`config.mk`:
```
export PLATFORM = sky130hd
export DESIGN_NAME = dqs_gate_gen
export DESIGN_NICKNAME = d
export VERILOG_FILES = /design/src/rtl/dqs_gate_pkg.sv /design/src/rtl/dqs_gate_hist.sv /design/src/rtl/dqs_gate_lane.sv /design/src/rtl/dqs_gate_gen.sv
export SDC_FILE = /design/constraint.sdc
export NUM_CORES = 1
export LEC_CHECK = 0
export BUFFER_PORTS_ARGS = -buffer_cell sky130_fd_sc_hd__buf_2
export CAP_MARGIN = 30
export CORE_MARGIN = 2
export CORE_UTILIZATION = 45
export DETAILED_ROUTE_END_ITERATION = 16
export PLACE_DENSITY_LB_ADDON = 0.15
export SKIP_CTS_REPAIR_TIMING = 1
export SYNTH_ARGS = -nofsm -noshare
export SYNTH_HDL_FRONTEND = slang
export SYNTH_SLANG_ARGS = --single-unit
```
`constraint.sdc`:
```
create_clock -name clk -period 4.7 [get_ports clk]
set_input_delay 0.235 -clock clk [delete_from_list [all_inputs] [get_ports clk]]
set_output_delay 0.235 -clock clk [all_outputs]
set_load 0.005 [all_outputs]
```
`src/rtl/dqs_gate_pkg.sv`:
```
package dqs_gate_pkg;
  localparam int LANES_MAX = 4;
  localparam int DLY_W     = 8;
  localparam int WORD_W    = LANES_MAX * DLY_W;

  typedef logic [DLY_W-1:0] dly_t;

  typedef struct packed {
    logic rise;
    logic fall;
  } edge_t;

  // delay byte of one lane inside the packed word
  function automatic dly_t lane_dly(input logic [WORD_W-1:0] w, input int lane);
    return w[lane*DLY_W +: DLY_W];
  endfunction

  // edge classification from two consecutive samples
  function automatic edge_t find_edge(input logic cur, input logic prev);
    edge_t e;
    e.rise = cur & ~prev;
    e.fall = ~cur & prev;
    return e;
  endfunction
endpackage

```
`src/rtl/dqs_gate_hist.sv`:
```
module dqs_gate_hist #(
  parameter int DEPTH = 255
) (
  input  logic           clk,
  input  logic           rst_n,
  input  logic           rd_issue,
  output logic [DEPTH:0] hist,
  output logic           pending
);
  logic [DEPTH-1:0] sr_q;

  always_ff @(posedge clk or negedge rst_n) begin
    if (!rst_n) sr_q <= '0;
    else        sr_q <= {sr_q[DEPTH-2:0], rd_issue};
  end

  // tap k holds the issue seen k cycles ago, tap 0 the current one
  assign hist    = {sr_q, rd_issue};
  assign pending = |sr_q;


  hist_shift_chk: assert property (@(posedge clk) disable iff (!rst_n)
    rd_issue |=> hist[1]);
endmodule

```
`src/rtl/dqs_gate_lane.sv`:
```
module dqs_gate_lane
  import dqs_gate_pkg::*;
#(
  parameter int BURST_Q   = 16,
  parameter int EXP_EDGES = 7,
  parameter int TMO_Q     = 12
) (
  input  logic clk,
  input  logic rst_n,
  input  logic start,
  input  logic active,
  input  logic dqs,
  output logic gate
);
  localparam int REM_W  = $clog2(BURST_Q + 1);
  localparam int ECNT_W = $clog2(EXP_EDGES + 1);
  localparam int IDLE_W = $clog2(TMO_Q);

  logic              open_q, open_d;
  logic [REM_W-1:0]  rem_q, rem_d;
  logic [ECNT_W-1:0] ecnt_q, ecnt_d;
  logic [IDLE_W-1:0] idle_q, idle_d;
  logic              prev_q;

  edge_t ev;
  logic  any_edge, enough, burst_end, tmo_hit, pas_last;

  assign ev        = find_edge(dqs, prev_q);
  assign any_edge  = ev.rise | ev.fall;
  assign enough    = (ecnt_q >= ECNT_W'(EXP_EDGES));
  assign burst_end = active & open_q & ev.fall & enough;
  assign tmo_hit   = active & open_q & ~any_edge & (idle_q == IDLE_W'(TMO_Q - 1));
  assign pas_last  = ~active & open_q & (rem_q <= REM_W'(1));

  always_comb begin
    open_d = open_q;
    rem_d  = rem_q;
    ecnt_d = ecnt_q;
    idle_d = idle_q;
    if (start) begin
      open_d = 1'b1;
      rem_d  = REM_W'(BURST_Q);
      ecnt_d = '0;
      idle_d = '0;
    end else if (burst_end || tmo_hit || pas_last) begin
      open_d = 1'b0;
      rem_d  = '0;
    end else if (open_q) begin
      if (active) begin
        if (any_edge) begin
          ecnt_d = enough ? ecnt_q : ecnt_q + 1'b1;
          idle_d = '0;
        end else begin
          idle_d = idle_q + 1'b1;
        end
      end else begin
        rem_d = rem_q - 1'b1;
      end
    end
  end

  always_ff @(posedge clk or negedge rst_n) begin
    if (!rst_n) begin
      open_q <= 1'b0;
      rem_q  <= '0;
      ecnt_q <= '0;
      idle_q <= '0;
      prev_q <= 1'b0;
    end else begin
      open_q <= open_d;
      rem_q  <= rem_d;
      ecnt_q <= ecnt_d;
      idle_q <= idle_d;
      prev_q <= dqs;
    end
  end

  assign gate = open_q;


  open_on_start_chk: assert property (@(posedge clk) disable iff (!rst_n)
    start |=> gate);

  pas_close_chk: assert property (@(posedge clk) disable iff (!rst_n)
    (pas_last && !start) |=> !gate);

  act_close_chk: assert property (@(posedge clk) disable iff (!rst_n)
    (burst_end && !start) |=> !gate);

  tmo_close_chk: assert property (@(posedge clk) disable iff (!rst_n)
    (tmo_hit && !start) |=> !gate);
endmodule

```
`src/rtl/dqs_gate_gen.sv`:
```
module dqs_gate_gen
  import dqs_gate_pkg::*;
#(
  parameter int          NUM_LANES = 4,
  parameter int          BURST_Q   = 16,
  parameter int          EXP_EDGES = 7,
  parameter int          TMO_Q     = 12,
  parameter logic [31:0] RST_WORD  = 32'h0
) (
  input  logic                 clk,
  input  logic                 rst_n,
  input  logic                 rd_issue,
  input  logic [31:0]          cfg_word_in,
  input  logic                 cfg_active_in,
  input  logic                 cfg_load,
  input  logic [NUM_LANES-1:0] dqs_level,
  output logic [3:0]           gate_open
);
  localparam int HIST_D = (1 << DLY_W) - 1;

  logic [WORD_W-1:0] cfg_word_q;
  logic              cfg_act_q;
  logic [HIST_D:0]   hist;
  logic              pending, busy;

  dqs_gate_hist #(.DEPTH(HIST_D)) i_hist (
    .clk(clk), .rst_n(rst_n), .rd_issue(rd_issue),
    .hist(hist), .pending(pending)
  );

  assign busy = rd_issue | pending | (|gate_open);

  always_ff @(posedge clk or negedge rst_n) begin
    if (!rst_n) begin
      cfg_word_q <= RST_WORD;
      cfg_act_q  <= 1'b0;
    end else if (cfg_load && !busy) begin
      cfg_word_q <= cfg_word_in;
      cfg_act_q  <= cfg_active_in;
    end
  end

  for (genvar g = 0; g < LANES_MAX; g++) begin : g_lane
    if (g < NUM_LANES) begin : g_on
      dly_t d;
      logic st;
      assign d  = lane_dly(cfg_word_q, g);
      assign st = hist[d];
      dqs_gate_lane #(.BURST_Q(BURST_Q), .EXP_EDGES(EXP_EDGES), .TMO_Q(TMO_Q)) i_lane (
        .clk(clk), .rst_n(rst_n), .start(st), .active(cfg_act_q),
        .dqs(dqs_level[g]), .gate(gate_open[g])
      );
    end else begin : g_off
      assign gate_open[g] = 1'b0;
    end
  end


  cfg_hold_chk: assert property (@(posedge clk) disable iff (!rst_n)
    busy |=> ($stable(cfg_word_q) && $stable(cfg_act_q)));

  cfg_take_chk: assert property (@(posedge clk) disable iff (!rst_n)
    (cfg_load && !busy) |=> (cfg_act_q == $past(cfg_active_in)));
endmodule

```
==> impl_metrics.env <==
export IMPL_finalSetupViolCount=0
export IMPL_hold_crit_class="primary input to register"
export IMPL_cts_path_max_buffers=3
export IMPL_worstReg2RegEnd="g_lane[1].g_on.i_lane.rem_q[1]"
export IMPL_holdPathStages=3
export IMPL_route_top_layer_used="met4"
export IMPL_globalplace_congestion=0.9547
export IMPL_antenna_cells_inserted=0
export IMPL_part_of_the_power_in_combinational_logic_pct=13.6
export IMPL_synth_nets=1506
export IMPL_floorplan_rows=77
export IMPL_length_of_the_first_detailed_routing_pass_in_iterations=6
export IMPL_grt_setup_unrepaired="no"
export IMPL_fin_crit_sh_pct=77.97
export IMPL_tightestPinTransition_ps=948.4
export IMPL_cts_inserted_buffers=40
export IMPL_share_seq_of_total_power_pct=43.7
export IMPL_cell_area_after_synthesis_um2=19900
export IMPL_r2r_start="cfg_word_q[8]"
export IMPL_timing_hold_violations_final=0
export IMPL_route_detailed_vias_per_inst=6.946
export IMPL_r2r_slack_ps=1040
export IMPL_number_of_global_route_vias_before_repair=14490
export IMPL_ant_nets=0
export IMPL_cellLeakagePower_nw=8.929
export IMPL_vdd_ir_drop_worst_v=0.0002402
export IMPL_ys_ff_latch=344
export IMPL_wire_length_of_the_first_global_routing_pass_um=95340
export IMPL_grt_start_max_net_pins=113
export IMPL_synth_edf_count=0
export IMPL_achievable_clock_frequency_ghz=0.2729
export IMPL_cp_cell_sequence="buf_4 > mux4_2 > mux2i_1 > o32ai_1 > a311oi_1 > a31oi_1 > and4_1 > a2111oi_0"
export IMPL_worst_path_largest_cell_delay_ps=1010
export IMPL_fp_coreArea_um2=43930
export IMPL_clock_power_share_pct=42.6
export IMPL_drt_met1_wl_um=24680
export IMPL_n_fill_cell=3796
export IMPL_met3_length_um=6309
export IMPL_post_route_worst_setup_slack_ps=1035
export IMPL_worstSetupPathType="register to register"
export IMPL_max_cap_violations=0
export IMPL_number_of_cells_after_detailed_placement=1998
export IMPL_die_area_um2=45920
export IMPL_post_drt_wl_per_cell_um=29.49
export IMPL_detail_route_iter0_violations=1960
export IMPL_placement_setup_worst_slack_ps=796.5
export IMPL_multi_input_gate_area_in_the_final_layout_um2=10660
export IMPL_grt_antenna_before_repair=0
export IMPL_cp_start_kind="register"
export IMPL_run_status="finished clean"
export IMPL_synthesis_yosys_warnings=0
export IMPL_floorplan_die_width_um=214.3
export IMPL_ctsHtreeMaxLevel=2
export IMPL_route_met2_wl_um=28060
export IMPL_postSynthCellCount=1441
export IMPL_port_buffer_count=44
export IMPL_pin_count=45
export IMPL_pwr_cell_area_nw_per_um2=347.4
export IMPL_final_min_clock_period_ps=3665
export IMPL_synth_cell_types=63
export IMPL_finalPower_mw=7.820
export IMPL_vias=14660
export IMPL_root_driver="sky130_fd_sc_hd__clkbuf_16"
export IMPL_floorplan_initialDensity_pct=45.30
export IMPL_detailedPlacementHpwl_um=42730
export IMPL_drive_above_1_share_pct=30.70
export IMPL_grt_overflow_total=0
export IMPL_critical_path_peak_fanout=45
export IMPL_drcViolationCount=0
export IMPL_drt_wl_total_um=62220
export IMPL_finish_cell_count_without_fillers=2110
export IMPL_crit_slowest_cell="sky130_fd_sc_hd__dfrtp_4"
export IMPL_net_switching_power_mw=2.110
export IMPL_cp_data_required_time_ps=5130
export IMPL_layout_area_overhead_vs_synth_pct=13.10
export IMPL_async_s_r_ff_share_synth_pct=100.0
export IMPL_timing_slew_headroom_pct=36.77
export IMPL_cell_internal_pwr_mw=5.710
export IMPL_synthesis_area_per_instance_um2=13.81
export IMPL_die_h_um=214.3
export IMPL_final_setup_tns_ps=0
export IMPL_critPathCapture="g_lane[1].g_on.i_lane.rem_q[1]"
export IMPL_ys_seq_area_share_pct=43.25
export IMPL_clk_transition_reported_paths_ps=60
export IMPL_arrival_ps=4090
export IMPL_reg2reg_depth=8
export IMPL_clock_sink_count=344
export IMPL_clk_insertion_delay_late_ps=570
export IMPL_cp_startpoint="cfg_word_q[8]"
export IMPL_kind_of_capture_point_of_the_worst_setup_path="register"
export IMPL_sequential_cell_area_um2=8635
export IMPL_slew_viol_final=0
export IMPL_p_sw_share_pct=26.98
export IMPL_tritoncts_clock_tree="built"
export IMPL_grt_usage_pct=27.61
export IMPL_fin_worst_skew_ps=14.65
export IMPL_fin_nets=1553
export IMPL_synthFlopType="sky130_fd_sc_hd__dfrtp_1"
## sequential cells by signal, indices dropped and copies added, names as in the netlist
register and cells:
cfg_act_q 1, g_lane.g_on.i_lane.prev_q 4, g_lane.g_on.i_lane.ecnt_q 12, g_lane.g_on.i_lane.idle_q 16
i_hist.sr_q 255, g_lane.g_on.i_lane.rem_q 20, cfg_word_q 32, g_lane.g_on.i_lane.gate 4
## placed cells by master, fill, tap and decap left out, types with 13 or more instances in the layout
master / count
sky130_fd_sc_hd__dfrtp_1: 333
sky130_fd_sc_hd__mux4_2: 250
sky130_fd_sc_hd__nor4_1: 79
sky130_fd_sc_hd__nand2_1: 66
sky130_fd_sc_hd__nor2_1: 59
sky130_fd_sc_hd__mux2i_1: 55
sky130_fd_sc_hd__mux2_2: 51
sky130_fd_sc_hd__buf_2: 43
sky130_fd_sc_hd__clkbuf_16: 41
sky130_fd_sc_hd__dlygate4sd3_1: 38
sky130_fd_sc_hd__nor3_1: 33
sky130_fd_sc_hd__o21ai_0: 29
sky130_fd_sc_hd__buf_4: 29
sky130_fd_sc_hd__inv_1: 28
sky130_fd_sc_hd__nand3_1: 27
sky130_fd_sc_hd__nor2b_1: 25
sky130_fd_sc_hd__nand4_1: 25
sky130_fd_sc_hd__a22oi_1: 24
sky130_fd_sc_hd__ha_1: 24
sky130_fd_sc_hd__a21oi_1: 18
sky130_fd_sc_hd__a32oi_1: 13
## cell usage after synthesis (all sizes together), types with 10 or more instances
| cell | n | area share [%] |
|---|---|---|
| ha | 24 | 1.5 |
| inv | 28 | 0.53 |
| a22oi | 24 | 0.91 |
| nand3b | 10 | 0.38 |
| nor3 | 34 | 0.91 |
| xnor2 | 12 | 0.53 |
| o211ai | 12 | 0.45 |
| nor4 | 80 | 2.5 |
| nand2 | 66 | 1.2 |
| a32oi | 13 | 0.57 |
| a31oi | 10 | 0.31 |
| nand2b | 12 | 0.38 |
| a21oi | 18 | 0.45 |
| nand4 | 25 | 0.79 |
| o22ai | 10 | 0.31 |
| mux2 | 51 | 2.9 |
| buf | 68 | 1.8 |
| mux2i | 55 | 2.8 |
| nor2 | 59 | 1.1 |
| nand3 | 27 | 0.68 |
| mux4 | 254 | 29 |
| clkbuf | 45 | 0.85 |
| nor2b | 25 | 0.79 |
| dfrtp | 344 | 43 |
| o21ai | 29 | 0.73 |
| a21o | 10 | 0.38 |
## logic make-up after synthesis
family | after synthesis | share of synthesized area [%]
AND/OR/NAND/NOR | 380 | 10.60
adder cells (fa/ha/maj) | 24 | 1.509
AO/OA/AOI/OAI | 170 | 6.086
multiplexers | 360 | 34.47
buffers and inverters | 143 | 3.200
XOR/XNOR | 20 | 0.8802
flip-flops | 344 | 43.25
## worst min-delay path by stage
stage	endpoint	start	slack (ps)
after global placement	g_lane[0].g_on.i_lane.idle_q[2]	rst_n	300
final	cfg_word_q[2]	cfg_word_in[2]	30
after floorplan	cfg_act_q	rst_n	-60
after CTS	g_lane[0].g_on.i_lane.idle_q[2]	rst_n	-290
after detailed placement	g_lane[0].g_on.i_lane.idle_q[2]	rst_n	310
after global routing	cfg_word_q[2]	cfg_word_in[2]	40
## per-layer routing
metal  global-route usage (%)  up-vias
li1                         -     5939
met1                    38.71     7618
met2                    41.15      926
met3                    6.596      174
met4                    12.55        0
met5                        0        -
## critical path: cells and delay by family, from the launching register on
kind                   cells  cell delay (ps)
AND/OR/NAND/NOR            1              400
multiplexers               2              780
AO/OA/AOI/OAI              4              850
flip-flops                 1             1010
buffers and inverters      1              400
## power by group through the flow
stage	sequential [mW]	combinational [mW]	clock (mW)
2_1_floorplan	3.32	0.823	0
3_3_place_gp	3.46	1.01	0
3_5_place_dp	3.47	1.04	0
4_1_cts	3.42	1.04	3.40
5_1_grt	3.45	1.18	3.55
6_report	3.42	1.06	3.33
## per-stage QoR
step | hold WS (ps) | cell area [um^2] | utilization [%]
5_1_grt | 39.76 | 22510 | 51.23
3_3_place_gp | 301.8 | 20700 | 47.11
4_1_cts | -286.7 | 22110 | 50.33
3_5_place_dp | 306.3 | 20700 | 47.11
2_1_floorplan | -60.59 | 19900 | -
6_report | 34.70 | 22510 | 51.23
## cell type report
| cell class | count | share of cell area, % |
|---|---|---|
| inverter | 30 | 0.5003 |
| sequential | 344 | 38.36 |
| clock buffer | 57 | 5.225 |
| timing repair buffer | 118 | 4.203 |
| tap | 592 | 3.291 |
| clock inverter | 15 | 1.045 |
| multi-input combinational | 954 | 47.37 |
Power figures use the tool's default switching activity.
